`src/rtl/evt_irq_pkg.sv`:
```
package evt_irq_pkg;

    localparam int EVT_COUNT   = 6;
    localparam int BUS_DATA_W  = 32;
    localparam int BUS_ADDR_W  = 8;

    localparam int OFS_STATUS  = 'h04;
    localparam int OFS_STS_EN  = 'h08;
    localparam int OFS_SIG_EN  = 'h0C;

    typedef enum logic [1:0] {
        SEL_NONE   = 2'd0,
        SEL_STATUS = 2'd1,
        SEL_STS_EN = 2'd2,
        SEL_SIG_EN = 2'd3
    } reg_sel_e;

    typedef enum logic {
        LINE_IDLE   = 1'b0,
        LINE_RAISED = 1'b1
    } line_state_e;

endpackage

```
`src/rtl/evt_irq_regdec.sv`:
```
module evt_irq_regdec
    import evt_irq_pkg::*;
#(
    parameter int ADDR_W = BUS_ADDR_W
) (
    input  logic [ADDR_W-1:0] addr,
    output reg_sel_e          sel
);
    localparam logic [ADDR_W-1:0] A_STATUS = ADDR_W'(OFS_STATUS);
    localparam logic [ADDR_W-1:0] A_STS_EN = ADDR_W'(OFS_STS_EN);
    localparam logic [ADDR_W-1:0] A_SIG_EN = ADDR_W'(OFS_SIG_EN);

    always_comb begin
        case (addr)
            A_STATUS: sel = SEL_STATUS;
            A_STS_EN: sel = SEL_STS_EN;
            A_SIG_EN: sel = SEL_SIG_EN;
            default:  sel = SEL_NONE;
        endcase
    end
endmodule

```
`src/rtl/evt_irq_mask_reg.sv`:
```
module evt_irq_mask_reg #(
    parameter int WIDTH = 6
) (
    input  logic             clk,
    input  logic             rst_n,
    input  logic             wr,
    input  logic [WIDTH-1:0] wdata,
    output logic [WIDTH-1:0] q
);
    always_ff @(posedge clk or negedge rst_n) begin
        if (!rst_n) begin
            q <= '0;
        end else if (wr) begin
            q <= wdata;
        end
    end
endmodule

```
`src/rtl/evt_irq_status_bank.sv`:
```
module evt_irq_status_bank #(
    parameter int WIDTH = 6
) (
    input  logic             clk,
    input  logic             rst_n,
    input  logic [WIDTH-1:0] evt,
    input  logic [WIDTH-1:0] latch_en,
    input  logic [WIDTH-1:0] clr,
    output logic [WIDTH-1:0] sts
);
    for (genvar b = 0; b < WIDTH; b++) begin : g_bit
        logic set_b;
        assign set_b = evt[b] & latch_en[b];

        always_ff @(posedge clk or negedge rst_n) begin
            if (!rst_n) begin
                sts[b] <= 1'b0;
            end else if (set_b) begin
                // a new event takes priority over a same-cycle clear
                sts[b] <= 1'b1;
            end else if (clr[b]) begin
                sts[b] <= 1'b0;
            end
        end
    end
endmodule

```
`src/rtl/evt_irq_line_fsm.sv`:
```
module evt_irq_line_fsm
    import evt_irq_pkg::*;
(
    input  logic clk,
    input  logic rst_n,
    input  logic pending,
    output logic irq
);
    line_state_e state_q, state_d;

    always_ff @(posedge clk or negedge rst_n) begin
        if (!rst_n) begin
            state_q <= LINE_IDLE;
        end else begin
            state_q <= state_d;
        end
    end

    always_comb begin
        state_d = state_q;
        unique case (state_q)
            LINE_IDLE:   if (pending)  state_d = LINE_RAISED;
            LINE_RAISED: if (!pending) state_d = LINE_IDLE;
            default:     state_d = LINE_IDLE;
        endcase
    end

    always_comb begin
        irq = (state_q == LINE_RAISED);
    end
endmodule

```
`src/rtl/evt_irq_unit.sv`:
```
module evt_irq_unit
    import evt_irq_pkg::*;
#(
    parameter int NUM_EVT = EVT_COUNT,
    parameter int DATA_W  = BUS_DATA_W,
    parameter int ADDR_W  = BUS_ADDR_W
) (
    input  logic              clk,
    input  logic              rst_n,
    input  logic [ADDR_W-1:0] bus_addr,
    input  logic [DATA_W-1:0] bus_wdata,
    input  logic              bus_we,
    output logic [DATA_W-1:0] bus_rdata,
    input  logic [NUM_EVT-1:0] evt_pulse,
    output logic              irq_out
);
    reg_sel_e           sel;
    logic [NUM_EVT-1:0] wr_bits;
    logic [NUM_EVT-1:0] sts_q;
    logic [NUM_EVT-1:0] sten_q;
    logic [NUM_EVT-1:0] sgen_q;
    logic [NUM_EVT-1:0] clr_bits;
    logic               wr_sten;
    logic               wr_sgen;
    logic               pending;

    assign wr_bits = bus_wdata[NUM_EVT-1:0];

    evt_irq_regdec #(.ADDR_W(ADDR_W)) u_dec (
        .addr (bus_addr),
        .sel  (sel)
    );

    assign wr_sten  = bus_we && (sel == SEL_STS_EN);
    assign wr_sgen  = bus_we && (sel == SEL_SIG_EN);
    assign clr_bits = (bus_we && (sel == SEL_STATUS)) ? wr_bits : '0;

    evt_irq_mask_reg #(.WIDTH(NUM_EVT)) u_sten (
        .clk   (clk),
        .rst_n (rst_n),
        .wr    (wr_sten),
        .wdata (wr_bits),
        .q     (sten_q)
    );

    evt_irq_mask_reg #(.WIDTH(NUM_EVT)) u_sgen (
        .clk   (clk),
        .rst_n (rst_n),
        .wr    (wr_sgen),
        .wdata (wr_bits),
        .q     (sgen_q)
    );

    evt_irq_status_bank #(.WIDTH(NUM_EVT)) u_bank (
        .clk      (clk),
        .rst_n    (rst_n),
        .evt      (evt_pulse),
        .latch_en (sten_q),
        .clr      (clr_bits),
        .sts      (sts_q)
    );

    assign pending = |(sts_q & sgen_q);

    evt_irq_line_fsm u_line (
        .clk     (clk),
        .rst_n   (rst_n),
        .pending (pending),
        .irq     (irq_out)
    );

    always_comb begin
        bus_rdata = '0;
        unique case (sel)
            SEL_STATUS: bus_rdata[NUM_EVT-1:0] = sts_q;
            SEL_STS_EN: bus_rdata[NUM_EVT-1:0] = sten_q;
            SEL_SIG_EN: bus_rdata[NUM_EVT-1:0] = sgen_q;
            default:    bus_rdata = '0;
        endcase
    end
endmodule

```
`config.mk`:
```
export PLATFORM = sky130hd
export DESIGN_NAME = evt_irq_unit
export DESIGN_NICKNAME = d
export VERILOG_FILES = /design/src/rtl/evt_irq_pkg.sv /design/src/rtl/evt_irq_regdec.sv /design/src/rtl/evt_irq_mask_reg.sv /design/src/rtl/evt_irq_status_bank.sv /design/src/rtl/evt_irq_line_fsm.sv /design/src/rtl/evt_irq_unit.sv
export SDC_FILE = /design/constraint.sdc
export NUM_CORES = 1
export LEC_CHECK = 0
export ABC_AREA = 1
export CORE_MARGIN = 10
export CORE_UTILIZATION = 38
export CTS_CLUSTER_DIAMETER = 60
export CTS_CLUSTER_SIZE = 12
export DETAILED_ROUTE_END_ITERATION = 10
export PLACE_DENSITY = 0.95
export SLEW_MARGIN = 20
export SYNTH_ARGS = -nofsm -noshare
export SYNTH_HDL_FRONTEND = slang
export SYNTH_SLANG_ARGS = --single-unit
```
`constraint.sdc`:
```
create_clock -name clk -period 2.72 [get_ports clk]
set_clock_uncertainty 0.05 [all_clocks]
set_input_delay 0.544 -clock clk [delete_from_list [all_inputs] [get_ports clk]]
set_output_delay 0.544 -clock clk [all_outputs]
set_load 0.05 [all_outputs]
```
==> metrics.md, run 1 <==
| Metric | Value |
|---|---|
| Initial Util | `39.2%` |
| TritonCTS clock tree | `yes` |
| Clk Tree Root Cell | `clkbuf_4` |
| Sink Count | `19` |
| Leakage | `0.741 nW` |
| Area of the core | `3000 sq um` |
| Max Cap Viol | `0` |
| Net total in the final layout | `236` |
| Remaining DRCs | `0` |
| Routed via count | `960` |
| Worst slew margin relative to its limit | `43.1%` |
| Number of antenna violations at the first check in global routing | `0` |
| Post-synth top area share | `40.4%` |
| Sort of element at the end of the critical path | `output port` |
| Final weighted congestion of routability-driven global placement | `0.797` |
| Share of layout cells above drive strength 1 | `10.2%` |
| YS warnings | `0` |
| Number of vias per cell | `4.38` |
| Startpoint-to-endpoint class of the critical path | `in2out` |
| Top cell by count, worst path | `nand2_1` |
| Worst path setup slack after routing | `0.265 ns` |
| Distinct cells, synth | `12` |
| Area overhead of the layout relative to synthesis | `25.2%` |
| Arrival time reported for the critical path endpoint | `1.86 ns` |
| Cell count after synthesis | `155` |
| Wire length per cell after detailed routing | `12.7 microns` |
| Wire length after detailed routing | `2790 microns` |
| Number of instances resized during post-cts repair | `0` |
| Number of rows in the core area | `20` |
| Worst min-delay path class | `reg2reg` |
| Pin slew with the least headroom to its limit | `0.850 ns` |
| H-tree depth | `1` |
| Top fanout value on the critical path | `12` |
| Die width | `75.7 microns` |
| Syn avg cell area | `7.60 sq um` |
| Maximum number of buffers from clock root to sink | `2` |
| Netlist Area Pre-Place | `1180 sq um` |
| Post-synthesis sequential element count | `19` |
| Full die area | `5720 sq um` |
| Cell taking the most area after synthesis | `dfrtp_1` |
| Die extent in y | `75.7 microns` |
| Setup_tns | `0 ns` |
| Global route total overflow | `0` |
| Count of final setup violators | `0` |
| Library cell contributing the largest single delay on the critical path | `clkdlybuf4s50_1` |
| Pins Over Slew Limit | `0` |
| DP Worst Slack | `0.266 ns` |
| Share of the core filled with cells | `49.1%` |
| Final ANT Viol Nets | `0` |
| Final period utilization | `90.3%` |
| Number of global-route vias before repair | `998` |
| Count of input and output buffers | `29` |
| Buffers inserted during post-CTS setup optimization | `0` |
| Wire length of the first global-routing pass | `4490 microns` |
| Ranking of synthesized cells by area | `dfrtp_1, nand2_1, buf_4, nand3_1, buf_6` |
| Largest net degree at the start of global routing | `20` |
| Run status | `finished, final reports clean` |
| Hold-fix buffer count after cts | `0` |
| Clock slew seen by the registers of the worst setup and hold paths | `0.10 ns` |
| Slowest stage delay, CP | `0.47 ns` |
| Worst-skew pair later-pin latency | `0.29 ns` |
| Clock buffer count from CTS | `3` |
| Final hold violation count | `0` |
| Detailed placer's ending HPWL | `2270 microns` |
| Power per cell area | `473 nW/um^2` |
| Fraction of the yosys area taken by sequential cells | `40.4%` |
| Io pins | `82` |
| Final worst path period need | `2.45 ns` |
| Req. time, crit path | `2.13 ns` |
| Chain of cells forming the critical path | `clkdlybuf4s50_1, inv_1, nor2_1, nand2_1, nor2_2, buf_4, nand2_1, nand3_1, buf_12` |
| Crit path launch type | `input port` |
| Worst IR Drop VDD | `0.000164 V` |
| Unrepaired setup endpoints after global routing | `no` |
| Number of search-and-repair iterations in the first detailed-routing pass | `4` |
| GRT Total Usage | `10.1%` |
| Initial DRC count | `59` |
| Upper clock frequency limit | `407 MHz` |
| N_diodes | `0` |
==> per-stage QoR <==
step	total power, mW	instance area (sq um)	hold WS [ns]	instances
finish	0.697	1470	0.461	219
global placement	0.553	1450	0.429	215
CTS	0.700	1470	0.461	219
global route	0.738	1470	0.493	219
detailed placement	0.561	1450	0.436	215
floorplan	0.523	1270	0.198	180
==> cell usage after synthesis <==
cell type   n
nor2_2      5
nand3_1    26
nand2_1    64
buf_6       4
buf_4      26
nor2_1      3
dfrtp_1    19
nand2_2     1
conb_1      1
a22o_1      3
buf_2       1
inv_1       2
==> report_power, final <==
part	switching [mW]	internal (mW)
Clock	0.0845	0.0570
Combinational	0.135	0.0563
Sequential	0.0366	0.327
==> critical path: cells and delay by family <==
family,cells,cell delay [ns]
simple gates,5,0.46
buf+inv,4,0.85
==> path summary, 6_finish.rpt <==
path | startpoint | endpoint | slack, ns | cells past startpoint
max in group asynchronous | rst_n | u_sten.q[5] | 1.42 | 1
hold reg to reg | u_sgen.q[4] | u_sgen.q[4] | 0.46 | 2
hold / removal | u_sgen.q[4] | u_sgen.q[4] | 0.46 | 2
min in group asynchronous | rst_n | u_bank.sts[1] | 0.68 | 1
setup reg to reg | u_bank.sts[1] | u_line.irq | 1.78 | 3
setup / recovery | bus_addr[2] | bus_rdata[5] | 0.27 | 9
==> flip-flops by register name, summed over array words and instances (netlist names) <==
name and cells:
u_bank.sts 6, u_sgen.q 6, u_sten.q 6, u_line.irq 1
==> cell families after synthesis <==
kind of cell	count (synthesis)	share of synthesized area, %
AND/OR/NAND/NOR	99	35.6
AO/OA/AOI/OAI	3	2.23
flip-flops	19	40.4
buffers and inverters	33	21.5
other	1	0.319
==> cell type report <==
type                            instances  area [sq um]
Clock buffer                            4          26.3
Fill cell                             290          1530
Inverter                                2          7.51
Timing Repair Buffer                   33           380
Sequential cell                        19           475
Multi-Input combinational cell        128           543
Tap cell                               33          41.3
==> cell usage in the layout, fill, tap and decap left out, drive strengths merged <==
cell type,Yosys,final
a22o,3,3
buf,31,10
clkbuf,0,4
clkdlybuf4s50,0,23
conb,1,26
dfrtp,19,19
inv,2,2
nand2,65,65
nand3,26,26
nor2,8,8
==> metal layers <==
layer | wire length [microns] | track usage [%] | up-vias
li1 | - | - | 498
met1 | 1120 | 11.5 | 423
met2 | 1400 | 17.1 | 35
met3 | 220 | 2.86 | 4
met4 | 50 | 4.74 | 0
met5 | 0 | 0 | -
Power figures use the tool's default switching activity.
==> run 2, diff against run 1 <==
--- a/config.mk
+++ b/config.mk
@@ -11,7 +11,7 @@
 export CTS_CLUSTER_DIAMETER = 60
 export CTS_CLUSTER_SIZE = 12
 export DETAILED_ROUTE_END_ITERATION = 10
-export PLACE_DENSITY = 0.95
+export PLACE_DENSITY = 0.89
 export SLEW_MARGIN = 20
 export SYNTH_ARGS = -nofsm -noshare
 export SYNTH_HDL_FRONTEND = slang
==> run 2 against run 1 <==
Compared with the run above:
- clock power hardly changed
- register-to-register slack got worse by 0.05 ns
- cell area grew 0.51%
- hold slack improved by 0.00066 ns
- clock-buffer cell count unchanged
- critical path depth is the same
- sequential power about the same
- worst setup slack improved by 0.0017 ns
- power rose by 0.63%
- global-route usage shrank 0.31 points
- die area unchanged
- highest routed layer unchanged
==> metrics.md, run 2 (same netlist as run 1, synthesis figures left out) <==
| Metric | Value |
|---|---|
| Leakage | `0.747 nW (+0.74%)` |
| Worst-skew pair later-pin latency | `0.29 ns (about the same)` |
| Final ANT Viol Nets | `0 (unchanged)` |
| Crit path launch type | `input port` |
| Part of the power in the clock network | `20.7% (+0.4 points)` |
| Max Cap Viol | `0 (unchanged)` |
| Global route total overflow | `0 (unchanged)` |
| Maximum number of buffers from clock root to sink | `2 (unchanged)` |
| Wire length per cell after detailed routing | `12.8 microns (+0.47%)` |
| Final period utilization | `90.2% (about the same)` |
| Remaining DRCs | `0 (unchanged)` |
| Buffers inserted during post-CTS setup optimization | `0 (unchanged)` |
| Io pins | `82 (unchanged)` |
| Combinational share of power | `27.3% (-0.2 points)` |
| Post-route total power | `0.701 mW (+0.63%)` |
| Net switching power | `0.261 mW (+1.7%)` |
| Hold-fix buffer count after cts | `0 (unchanged)` |
| Share of layout cells above drive strength 1 | `10.7% (+0.48 points)` |
| Area of the core | `3000 sq um (unchanged)` |
| Wire length of the first global-routing pass | `4480 microns (-0.29%)` |
| Biggest regs | `u_bank.sts x6, u_sgen.q x6, u_sten.q x6` |
| H-tree depth | `1 (unchanged)` |
| Number of vias per cell | `4.60 (+4.9%)` |
| Number of global-route vias before repair | `983 (-1.5%)` |
| N_diodes | `0 (unchanged)` |
| Area overhead of the layout relative to synthesis | `25.8%` |
| Largest net degree at the start of global routing | `20 (unchanged)` |
| Die width | `75.7 microns (unchanged)` |
| Clock slew seen by the registers of the worst setup and hold paths | `0.11 ns (about the same)` |
| Sort of element at the end of the critical path | `output port` |
| Setup_tns | `0 ns (unchanged)` |
| Number of rows in the core area | `20 (unchanged)` |
| TritonCTS clock tree | `yes` |
| Pins Over Slew Limit | `0 (unchanged)` |
| DP Worst Slack | `0.278 ns (+0.0121 ns)` |
| Number of instances resized during post-cts repair | `0 (unchanged)` |
| Initial DRC count | `82 (+39%)` |
| GRT Total Usage | `9.82% (-0.31 points)` |
| Most frequent cells in the layout | `nand2_1, nand3_1, conb_1` |
| Sequential power share | `52.0% (-0.2 points)` |
| Filler cell count in the final layout | `295 (+1.7%)` |
| Die extent in y | `75.7 microns (unchanged)` |
| Number of search-and-repair iterations in the first detailed-routing pass | `5 (+1)` |
| Full die area | `5720 sq um (unchanged)` |
| Req. time, crit path | `2.13 ns (about the same)` |
| Arrival time reported for the critical path endpoint | `1.86 ns (about the same)` |
| Startpoint-to-endpoint class of the critical path | `in2out` |
| Upper clock frequency limit | `408 MHz (about the same)` |
| Number of antenna violations at the first check in global routing | `0 (unchanged)` |
| Net total in the final layout | `237 (+0.42%)` |
| Pin slew with the least headroom to its limit | `0.860 ns (+0.0100 ns)` |
| Worst path setup slack after routing | `0.267 ns (+0.00168 ns)` |
| Power per cell area | `473 nW/um^2 (+0.12%)` |
| Top fanout value on the critical path | `12 (unchanged)` |
| Final worst path period need | `2.45 ns (-0.00168 ns)` |
| Clock buffer count from CTS | `3 (unchanged)` |
| Run status | `finished, final reports clean` |
| Net switching share of the total power | `37.2% (+0.39 points)` |
| Worst min-delay path class | `reg2reg` |
| Initial Util | `39.2% (unchanged)` |
| Routed via count | `1012 (+5.4%)` |
| Clk Tree Root Cell | `clkbuf_4` |
| Final weighted congestion of routability-driven global placement | `0.793 (-0.44%)` |
| Unrepaired setup endpoints after global routing | `no` |
| Final hold violation count | `0 (unchanged)` |
| Detailed placer's ending HPWL | `2170 microns (-4.3%)` |
| Count of final setup violators | `0 (unchanged)` |
| Worst slew margin relative to its limit | `42.5% (-0.67 points)` |
| Worst IR Drop VDD | `0.000127 V (-22%)` |
| Most frequent standard cell in the layout excluding fill and tap cells | `nand2_1` |
| Internal cell power | `0.440 mW (about the same)` |
| Sink Count | `19 (unchanged)` |
| Wire length after detailed routing | `2810 microns (+0.93%)` |
| Count of input and output buffers | `29 (unchanged)` |
-- run 2: cell count changes in the layout (fill, tap and decap cells not counted) --
cell	previous run	this run
buf_4	4	5
-- run 2: path summary, 6_finish.rpt --
check | from | to | slack (ns) | depth (start not counted)
worst min-delay path | u_sten.q[4] | u_sten.q[4] | 0.46 | 2
worst min register to register | u_sten.q[4] | u_sten.q[4] | 0.46 | 2
worst max register to register | u_bank.sts[1] | u_line.irq | 1.73 | 3
min in group asynchronous | rst_n | u_bank.sts[1] | 0.68 | 1
max in group asynchronous | rst_n | u_sgen.q[4] | 1.42 | 1
worst max-delay path | bus_addr[2] | bus_rdata[5] | 0.27 | 9
-- run 2: stage by stage --
| step | hold slack (ns) | instances | instance area [sq um] | utilization [%] |
|---|---|---|---|---|
| 5_1_grt | 0.473 | 220 | 1480 | 49.3 |
| 3_5_place_dp | 0.435 | 216 | 1460 | 48.5 |
| 4_1_cts | 0.461 | 220 | 1480 | 49.3 |
| 6_report | 0.462 | 220 | 1480 | 49.3 |
| 2_1_floorplan | 0.198 | 180 | 1270 | - |
| 3_3_place_gp | 0.431 | 216 | 1460 | 48.5 |
-- run 2: routing by layer --
layer	share of wire (%)	vias up	GRT usage, %
met5	0	-	0
met4	0.96	0	3.71
met3	10	2	2.47
met2	50	50	16.8
met1	39	455	11.5
li1	-	505	-
-- run 2: layout make-up --
type	count	area (sq um)	area share, %
well taps	33	41.3	2.79
multi-input cells	128	543	36.7
flip-flops and latches	19	475	32.1
clock buffers	4	26.3	1.77
inverters	2	7.51	0.507
repair buffers	34	388	26.2
-- run 2: worst max-delay path, stage by stage --
cell	delay (ns)
clkdlybuf4s50_1	0.49
inv_1	0.06
nor2_1	0.08
nand2_1	0.06
nor2_2	0.07
buf_4	0.19
nand2_1	0.06
nand3_1	0.14
buf_12	0.16
-- run 2: power by group through the flow --
stage / Clock (mW) / Combinational, mW / Sequential (mW)
2_1_floorplan: 0 / 0.154 / 0.368
3_3_place_gp: 0 / 0.187 / 0.367
3_5_place_dp: 0 / 0.190 / 0.368
4_1_cts: 0.148 / 0.191 / 0.363
5_1_grt: 0.155 / 0.210 / 0.368
6_report: 0.145 / 0.192 / 0.365
